`config.mk`:
```
export PLATFORM = sky130hd
export DESIGN_NAME = irqCtrl
export DESIGN_NICKNAME = d
export VERILOG_FILES = /design/src/rtl/irqPkg.sv /design/src/rtl/irqPicker.sv /design/src/rtl/irqControl.sv /design/src/rtl/irqDatapath.sv /design/src/rtl/irqCtrl.sv
export SDC_FILE = /design/constraint.sdc
export NUM_CORES = 1
export LEC_CHECK = 0
export ABC_AREA = 0
export ABC_CLOCK_PERIOD_IN_PS = 4400
export BUFFER_PORTS_ARGS = -buffer_cell sky130_fd_sc_hd__buf_2
export CORE_UTILIZATION = 40
export CTS_BUF_LIST = sky130_fd_sc_hd__clkbuf_16
export DETAILED_ROUTE_END_ITERATION = 6
export GPL_TIMING_DRIVEN = 0
export HOLD_SLACK_MARGIN = 0.1
export PLACE_DENSITY = 0.76
export SYNTH_ARGS = -nofsm -noshare
export SYNTH_HDL_FRONTEND = slang
export SYNTH_SLANG_ARGS = --single-unit
```
`constraint.sdc`:
```
create_clock -name clk -period 4.4 [get_ports clk]
set_clock_uncertainty 0.05 [all_clocks]
set_input_delay 0.22 -clock clk [delete_from_list [all_inputs] [get_ports clk]]
set_output_delay 0.22 -clock clk [all_outputs]
set_load 0.005 [all_outputs]
```
`src/rtl/irqPkg.sv`:
```
package irqPkg;
  localparam int NUM_SRC  = 5;
  localparam int NUM_FLAG = 4;
  localparam int IDX_W    = $clog2(NUM_SRC);
  localparam int NUM_LVL  = 2;

  // Strobes passed from control to datapath
  typedef struct packed {
    logic             take;
    logic             takeHigh;
    logic [IDX_W-1:0] srcIdx;
    logic             retire;
  } irqStrobe_t;
endpackage

```
`src/rtl/irqPicker.sv`:
```
module irqPicker #(
  parameter int N     = 5,
  parameter int IDX_W = 3
) (
  input  logic [N-1:0]     req,
  output logic             any,
  output logic [IDX_W-1:0] idx
);
  // Lowest index wins: index order is the polling order
  always_comb begin
    any = |req;
    idx = '0;
    for (int i = N - 1; i >= 0; i--) begin
      if (req[i]) idx = IDX_W'(i);
    end
  end
endmodule

```
`src/rtl/irqControl.sv`:
```
module irqControl
  import irqPkg::*;
#(
  parameter int NSRC = NUM_SRC
) (
  input  logic            insnDone,
  input  logic            retStrobe,
  input  logic [NSRC-1:0] reqVec,
  input  logic [NSRC-1:0] enMask,
  input  logic            enGlobal,
  input  logic [NSRC-1:0] prioMask,
  input  logic [1:0]      svcEff,
  output irqStrobe_t      strobe
);
  localparam int LVL_HI = 1;
  localparam int LVL_LO = 0;

  logic [NSRC-1:0]  eligible;
  logic [NSRC-1:0]  lvlReq [NUM_LVL];
  logic             lvlAny [NUM_LVL];
  logic [IDX_W-1:0] lvlIdx [NUM_LVL];

  assign eligible       = reqVec & enMask & {NSRC{enGlobal}};
  assign lvlReq[LVL_HI] = eligible & prioMask;
  assign lvlReq[LVL_LO] = eligible & ~prioMask;

  for (genvar l = 0; l < NUM_LVL; l++) begin : gLvl
    irqPicker #(.N(NSRC), .IDX_W(IDX_W)) uPick (
      .req (lvlReq[l]),
      .any (lvlAny[l]),
      .idx (lvlIdx[l])
    );
  end

  always_comb begin
    strobe        = '0;
    strobe.retire = retStrobe;
    if (insnDone && !svcEff[1] && lvlAny[LVL_HI]) begin
      strobe.take     = 1'b1;
      strobe.takeHigh = 1'b1;
      strobe.srcIdx   = lvlIdx[LVL_HI];
    end else if (insnDone && (svcEff == 2'b00) && lvlAny[LVL_LO]) begin
      strobe.take     = 1'b1;
      strobe.takeHigh = 1'b0;
      strobe.srcIdx   = lvlIdx[LVL_LO];
    end
  end
endmodule

```
`src/rtl/irqDatapath.sv`:
```
module irqDatapath
  import irqPkg::*;
#(
  parameter int          DATA_W     = 8,
  parameter int          ADDR_W     = 16,
  parameter int          NSRC       = NUM_SRC,
  parameter int          NFLAG      = NUM_FLAG,
  parameter int          GLOBAL_BIT = 7,
  parameter logic [15:0] VEC_BASE   = 16'h0003,
  parameter int          STRIDE_SH  = 3
) (
  input  logic              clk,
  input  logic              rstN,
  input  logic              cfgWrEn,
  input  logic              cfgSel,
  input  logic [DATA_W-1:0] cfgWrData,
  input  logic [NFLAG-1:0]  hwEvt,
  input  logic              serRx,
  input  logic              serTx,
  input  irqStrobe_t        strobe,
  output logic [NSRC-1:0]   reqVec,
  output logic [NSRC-1:0]   enMask,
  output logic              enGlobal,
  output logic [NSRC-1:0]   prioMask,
  output logic [1:0]        svcEff,
  output logic [1:0]        inSvc,
  output logic [NFLAG-1:0]  irqFlags,
  output logic              takeIrq,
  output logic [ADDR_W-1:0] vecAddr
);
  localparam logic [ADDR_W-1:0] BASE_A = ADDR_W'(VEC_BASE);

  // Configuration registers
  always_ff @(posedge clk) begin
    if (!rstN) begin
      enMask   <= '0;
      enGlobal <= 1'b0;
      prioMask <= '0;
    end else if (cfgWrEn) begin
      if (cfgSel) begin
        prioMask <= cfgWrData[NSRC-1:0];
      end else begin
        enMask   <= cfgWrData[NSRC-1:0];
        enGlobal <= cfgWrData[GLOBAL_BIT];
      end
    end
  end

  // Hardware-cleared flags for timer and external sources
  for (genvar g = 0; g < NFLAG; g++) begin : gFlag
    always_ff @(posedge clk) begin
      if (!rstN)
        irqFlags[g] <= 1'b0;
      else if (hwEvt[g])
        irqFlags[g] <= 1'b1;
      else if (strobe.take && (strobe.srcIdx == IDX_W'(g)))
        irqFlags[g] <= 1'b0;
    end
  end

  assign reqVec = {serRx | serTx, irqFlags};

  // In-service levels, return applied before a new take
  always_comb begin
    svcEff = inSvc;
    if (strobe.retire) begin
      if (inSvc[1]) svcEff[1] = 1'b0;
      else          svcEff[0] = 1'b0;
    end
  end

  always_ff @(posedge clk) begin
    if (!rstN) begin
      inSvc   <= 2'b00;
      takeIrq <= 1'b0;
      vecAddr <= '0;
    end else begin
      inSvc   <= svcEff | (strobe.take ? (strobe.takeHigh ? 2'b10 : 2'b01) : 2'b00);
      takeIrq <= strobe.take;
      if (strobe.take)
        vecAddr <= BASE_A + (ADDR_W'(strobe.srcIdx) << STRIDE_SH);
    end
  end
endmodule

```
`src/rtl/irqCtrl.sv`:
```
module irqCtrl
  import irqPkg::*;
(
  input  logic        clk,
  input  logic        rstN,
  input  logic        cfgWrEn,
  input  logic        cfgSel,
  input  logic [7:0]  cfgWrData,
  input  logic [3:0]  hwEvt,
  input  logic        serRx,
  input  logic        serTx,
  input  logic        insnDone,
  input  logic        retStrobe,
  output logic        takeIrq,
  output logic [15:0] vecAddr,
  output logic [3:0]  irqFlags,
  output logic [1:0]  inSvc
);
  irqStrobe_t         strobe;
  logic [NUM_SRC-1:0] reqVec;
  logic [NUM_SRC-1:0] enMask;
  logic [NUM_SRC-1:0] prioMask;
  logic               enGlobal;
  logic [1:0]         svcEff;

  irqControl uCtl (
    .insnDone  (insnDone),
    .retStrobe (retStrobe),
    .reqVec    (reqVec),
    .enMask    (enMask),
    .enGlobal  (enGlobal),
    .prioMask  (prioMask),
    .svcEff    (svcEff),
    .strobe    (strobe)
  );

  irqDatapath uDp (
    .clk       (clk),
    .rstN      (rstN),
    .cfgWrEn   (cfgWrEn),
    .cfgSel    (cfgSel),
    .cfgWrData (cfgWrData),
    .hwEvt     (hwEvt),
    .serRx     (serRx),
    .serTx     (serTx),
    .strobe    (strobe),
    .reqVec    (reqVec),
    .enMask    (enMask),
    .enGlobal  (enGlobal),
    .prioMask  (prioMask),
    .svcEff    (svcEff),
    .inSvc     (inSvc),
    .irqFlags  (irqFlags),
    .takeIrq   (takeIrq),
    .vecAddr   (vecAddr)
  );
endmodule

```
# Word level (Yosys, flattened, before mapping)
# Index checks and enable logic that the tools add are counted.
[word_totals]
out_inout_bits = 23
reg_bits = 34
in_bits = 20
wordCells = 65
[classes]
n_reduce_logical = 19
mux = 24
n_addsub = 1
eq_ne = 3
bitwise_logic = 8
[ops]
columns = ["cell", "count"]
rows = [
  ["3-bit two-way mux", 10],
  ["5-bit bitwise AND", 4],
  ["5-bit two-way mux", 2],
  ["5-bit OR reduction", 2],
  ["1-bit two-way mux", 9],
  ["1-bit logical AND", 8],
  ["2-bit nonzero test", 4],
  ["2-bit by 6-bit adder with 7-bit output (first input constant)", 1],
  ["3-bit by 2-bit equality test with 1-bit output (second input constant)", 2],
  ["2-bit two-way mux", 3],
  ["5-bit NOT", 1],
  ["2-bit AND reduction", 2],
  ["3-bit by 1-bit equality test with 1-bit output (second input constant)", 1],
  ["3-bit logical NOT", 1],
  ["2-bit logical NOT", 1],
  ["2-bit OR", 1],
  ["1-bit logical NOT", 1],
  ["1-bit NOT", 1],
  ["1-bit OR", 1],
]

# Depth between registers and ports, before layout
[depth]
depth_word = 15
depth_mapped = 6
depth_no_buf = 5

# By module
# Synthesis repeated with hierarchy kept, for this count alone.
[hier_totals]
cells_unflattened = 153
area_unflattened_um2 = 1236.2
[by_module_without_submodules]
columns = ["mod", "instances", "seq_area_each_um2", "area_each_um2", "cells_each"]
rows = [
  ["irqDatapath", 1, 440.4, 964.7, 102],
  ["irqControl", 1, 0.0, 173.9, 35],
  ["irqPicker", 2, 0.0, 48.8, 8],
]

# Worst setup path before layout
# Ideal clock, no wire load.
[synth_timing]
path_kind = "register to register"
from = "register uDp.prioMask[1]"
to = "register uDp.irqFlags[0]"
path_stages_with_launch = 6
setup_slack_ns = 2.915
setup_time_ns = 0.140
arrival_time_ns = 1.295
synth_period_minus_slack_ns = 1.485
cell_sequence = "dfxtp_1 and4b_1 nor3_4 a31oi_4 a41oi_1 a41oi_1"
[synth_between]
elab_chain_cells = 9
word_cells_on_any_way = 16
classes_between = "mux: 6; bitwise: 3; reduce/logical: 7"
[synth_rtl]
columns = ["item", "line", "source"]
rows = [
  ["start, declared", "irqDatapath.sv:24", "output logic [NSRC-1:0] prioMask,"],
  ["start signal, assigned", "irqDatapath.sv:41", "prioMask <= cfgWrData[NSRC-1:0];"],
  ["5-bit NOT", "irqControl.sv:25", "assign lvlReq[LVL_LO] = eligible & ~prioMask;"],
  ["5-bit bitwise AND", "irqControl.sv:25", ""],
  ["5-bit OR reduction or 3-bit two-way mux (tied branches)", "irqPicker.sv:11, irqPicker.sv:14", ""],
  ["1-bit logical AND or 3-bit two-way mux (tied branches)", "irqControl.sv:42, irqPicker.sv:14", ""],
  ["5-bit two-way mux", "irqControl.sv:42", "end else if (insnDone && (svcEff == 2'b00) && lvlAny[LVL_LO]) begin"],
  ["5-bit two-way mux *", "irqControl.sv:38", "if (insnDone && !svcEff[1] && lvlAny[LVL_HI]) begin"],
  ["3-bit logical NOT", "irqDatapath.sv:56", "else if (strobe.take && (strobe.srcIdx == IDX_W'(g)))"],
  ["1-bit logical AND *", "irqDatapath.sv:56", ""],
  ["2-bit nonzero test (no source line) *", "--", ""],
  ["end signal, assigned by index", "irqDatapath.sv:53", "irqFlags[g] <= 1'b0;"],
  ["end signal, assigned by index", "irqDatapath.sv:55", "irqFlags[g] <= 1'b1;"],
  ["end signal, assigned by index", "irqDatapath.sv:57", "irqFlags[g] <= 1'b0;"],
  ["end, declared", "irqDatapath.sv:27", "output logic [NFLAG-1:0] irqFlags,"],
]
# Mark *: on every way between the ends. The rest lies on a longest branch, timed or not.
# A chain may end at the register's enable or synchronous reset.

# Worst setup path in the final report
[layout_timing]
from = "register uDp.enGlobal"
to = "register uDp.irqFlags[0]"
[layout_between]
elab_chain_cells = 12
word_cells_on_any_way = 22
classes_between = "mux: 12; bitwise: 3; reduce/logical: 7"
[layout_rtl]
columns = ["item", "line", "source"]
rows = [
  ["start, declared", "irqDatapath.sv:23", "output logic enGlobal,"],
  ["start signal, assigned", "irqDatapath.sv:44", "enGlobal <= cfgWrData[GLOBAL_BIT];"],
  ["5-bit bitwise AND *", "irqControl.sv:23", "assign eligible = reqVec & enMask & {NSRC{enGlobal}};"],
  ["5-bit bitwise AND", "irqControl.sv:25", ""],
  ["3-bit two-way mux (5 in a row)", "irqPicker.sv:14", "if (req[i]) idx = IDX_W'(i);"],
  ["5-bit two-way mux", "irqControl.sv:42", ""],
  ["5-bit two-way mux *", "irqControl.sv:38", ""],
  ["3-bit logical NOT", "irqDatapath.sv:56", ""],
  ["1-bit logical AND *", "irqDatapath.sv:56", ""],
  ["2-bit nonzero test (no source line) *", "--", ""],
]
# Marks and branches as above.

==> results.json <==
{
  "ios": 43,
  "drive_gt1_share_pct": 31.18,
  "cp_max_fo": 10,
  "min_path_cells": 3,
  "finalCriticalPeriod_ps": 1716,
  "synthSimpleGateAreaFrac_pct": 27.31,
  "rrSetupSlack_ps": 2680,
  "syn_inst": 143,
  "num-nets-final": 207,
  "crit_chain": "buf_6, nand4_1, nand2_1, o211ai_1, nand2b_1, a41oi_1",
  "synth_xor_area_share_pct": 0,
  "clockBufferDepth": 2,
  "vias": 1134,
  "ys_seq_area_share_pct": 33.49,
  "switching_share_pct": 22.34,
  "clock_sinks": 22,
  "grt_use_total_pct": 16.92,
  "drcViolationCount": 0,
  "cts_tree": "yes",
  "power_density_mw_per_mm2": 280.3,
  "synthesis.area_mm2": 0.001315,
  "cts_hold_buf": 0,
  "row_count": 20,
  "synth.distinct_cells": 41,
  "muxShareOfSynthArea_pct": 4.567,
  "synth_seq_cells": 22,
  "clkSlewWorstSetupHoldPaths_ps": 60,
  "numCtsBuffers": 3,
  "final_cell_mix": "29 x buf_2, 22 x dfxtp_1, 12 x buf_4",
  "p_leak_nw": 0.7621,
  "ctsHtreeMaxLevel": 1,
  "overflow": 0,
  "hold_path.class": "input pin to register",
  "status": "completed",
  "max_freq_mhz": 582.9,
  "hold_end": "uDp.irqFlags[2]$_SDFFE_PN0P_",
  "wire_per_inst_um": 11.83,
  "finalSetupViolCount": 0,
  "antenna_found_initial": 0,
  "end_kind": "register",
  "rsz0062_at_grt": "no",
  "crit_family": "compound AO/OA/AOI/OAI gates",
  "io_buffer_count": 29,
  "worstRegToRegCells": 6,
  "total_power_mw": 0.4573,
  "pwr-share-seq_pct": 47.3,
  "cp.arrival_ps": 1840,
  "final_common_cell": "buf_2",
  "antenna_left": 0,
  "crit_type": "register to register",
  "synth_fa_ha_area_share_pct": 0,
  "synth_compound_area_share_pct": 23.79,
  "critPathMaxStageDelay_ps": 370,
  "yosys_most_used_dff": "dfxtp_1",
  "dr.pass1.iters": 4,
  "place_congestion": 0.8359,
  "cp_num_buf_inv": 1,
  "vdd_drop_max_mv": 0.2026,
  "start_util_pct": 42.72,
  "r2r-start": "uDp.enGlobal$_SDFFE_PN0P_",
  "grt_max_degree": 13,
  "pwr-share-clk_pct": 41.4,
  "cts_root_buf": "clkbuf_16",
  "postCtsSetupBuffers": 0,
  "die_w_um": 59.34,
  "antenna_cells": 0,
  "cp-start-kind": "register",
  "die_area_mm2": 0.003521,
  "p_switching_mw": 0.1022,
  "avgSynthCellArea_um2": 9.196,
  "worst_hold_slack_ps": 169.9,
  "drt-initial-drc-count": 22,
  "hold_viol": 0,
  "synth-edff-count": 0,
  "die_h_um": 59.34,
  "finalMaxSlewViolations": 0,
  "synth_top_family_by_area": "simple AND/OR/NAND/NOR gates",
  "fin_crit_sh_pct": 38.99,
  "hpwl_um": 2139,
  "reg2reg_to": "uDp.irqFlags[0]$_SDFFE_PN0P_",
  "synthArstFlopShare_pct": 0,
  "core_area_mm2": 0.003078,
  "vias_per_cell": 4.930,
  "worstPathRequired_ps": 4520,
  "cpMaxStageDelayCell": "o211ai_1",
  "drv_cap": 0,
  "ctsResizeCount": 0,
  "tns_ps": 0,
  "yosys_warnings": 0,
  "internal-power_mw": 0.3551,
  "p_comb_share_pct": 11.3,
  "grt_pass1_vias": 1063,
  "insertion_delay_ps": 250,
  "grt_pass1_wl_um": 4540,
  "crit_start": "uDp.enGlobal$_SDFFE_PN0P_",
  "min-delay-start": "hwEvt[2]",
  "syn_to_final_growth_pct": 24.07,
  "wl_um": 2722
}
## cell type report
type / count / area (um2)
fillers: 294 / 1446
repair buffers: 29 / 145.1
well taps: 44 / 55.05
inverters: 7 / 26.28
clock buffers: 3 / 75.07
flip-flops and latches: 22 / 440.4
clock inverters: 1 / 3.754
plain buffers: 16 / 112.6
multi-input cells: 108 / 773.2
## cell usage after synthesis (all sizes together) (3+ instances only)
cell,number,area share (%)
a21boi,10,5.7
a21oi,4,1.5
a31oi,6,4.0
a41oi,3,2.6
and4b,3,2.3
buf,13,7.7
clkbuf,3,0.86
dfxtp,22,33
inv,7,2.0
mux2i,6,4.6
nand2,8,2.3
nand2b,5,2.4
nand3,9,3.8
nand3b,3,1.7
nand4,5,3.8
nand4b,3,2.0
nor2,3,0.86
nor2b,6,2.9
o21ai,8,3.0
## worst min-delay path: cells and delay by family
kind	cells	cell delay (ps)
AOI/OAI and AO/OA	1	60
buffers and inverters	2	140
## cells by family after synthesis
logic type / Yosys count
other cells: 1
compound gates: 39
simple gates: 52
mux: 6
buf+inv: 23
flops: 22
## registers in the layout (all words and copies together), names as in the netlist
register,flops
uDp.enGlobal,1
uDp.enMask,5
uDp.inSvc,2
uDp.irqFlags,4
uDp.prioMask,5
uDp.takeIrq,1
uDp.vecAddr,4
## per-layer routing
metal  track usage [%]  vias up  wire length, um
li1                  -      586                -
met1             21.13      507             1257
met2             28.41       35             1280
met3             2.838        6              141
met4             7.483        0               42
met5                 0        -                0
## how the worst max path moves through the flow
stage | depth (start not counted) | slack, ps | endpoint
finish | 6 | 2680 | uDp.irqFlags[0]$_SDFFE_PN0P_
global route | 6 | 2530 | uDp.irqFlags[0]$_SDFFE_PN0P_
CTS | 6 | 2680 | uDp.irqFlags[0]$_SDFFE_PN0P_
detailed placement | 6 | 2700 | uDp.irqFlags[0]$_SDFFE_PN0P_
global placement | 6 | 2740 | uDp.vecAddr[1]$_SDFFE_PN0P_
floorplan | 5 | 2920 | uDp.irqFlags[0]$_SDFFE_PN0P_
## metrics by stage
step,area [um2],utilization (%),setup slack [ps],cells
final,1632,53.01,2684,230
after global routing,1632,53.01,2534,230
after CTS,1632,53.01,2682,230
after detailed placement,1553,50.45,2698,226
after global placement,1553,50.45,2740,226
after floorplan,1353,-,2915,153
## power by group through the flow
stage                     sequential (mW)  combinational (mW)  clock [mW]
after floorplan                     0.218              0.0325           0
after global placement              0.220              0.0506           0
after detailed placement            0.221              0.0514           0
after CTS                           0.216              0.0516       0.191
after global routing                0.217              0.0585       0.196
final                               0.216              0.0517       0.189
No activity file was read; power rests on OpenSTA's default activity.
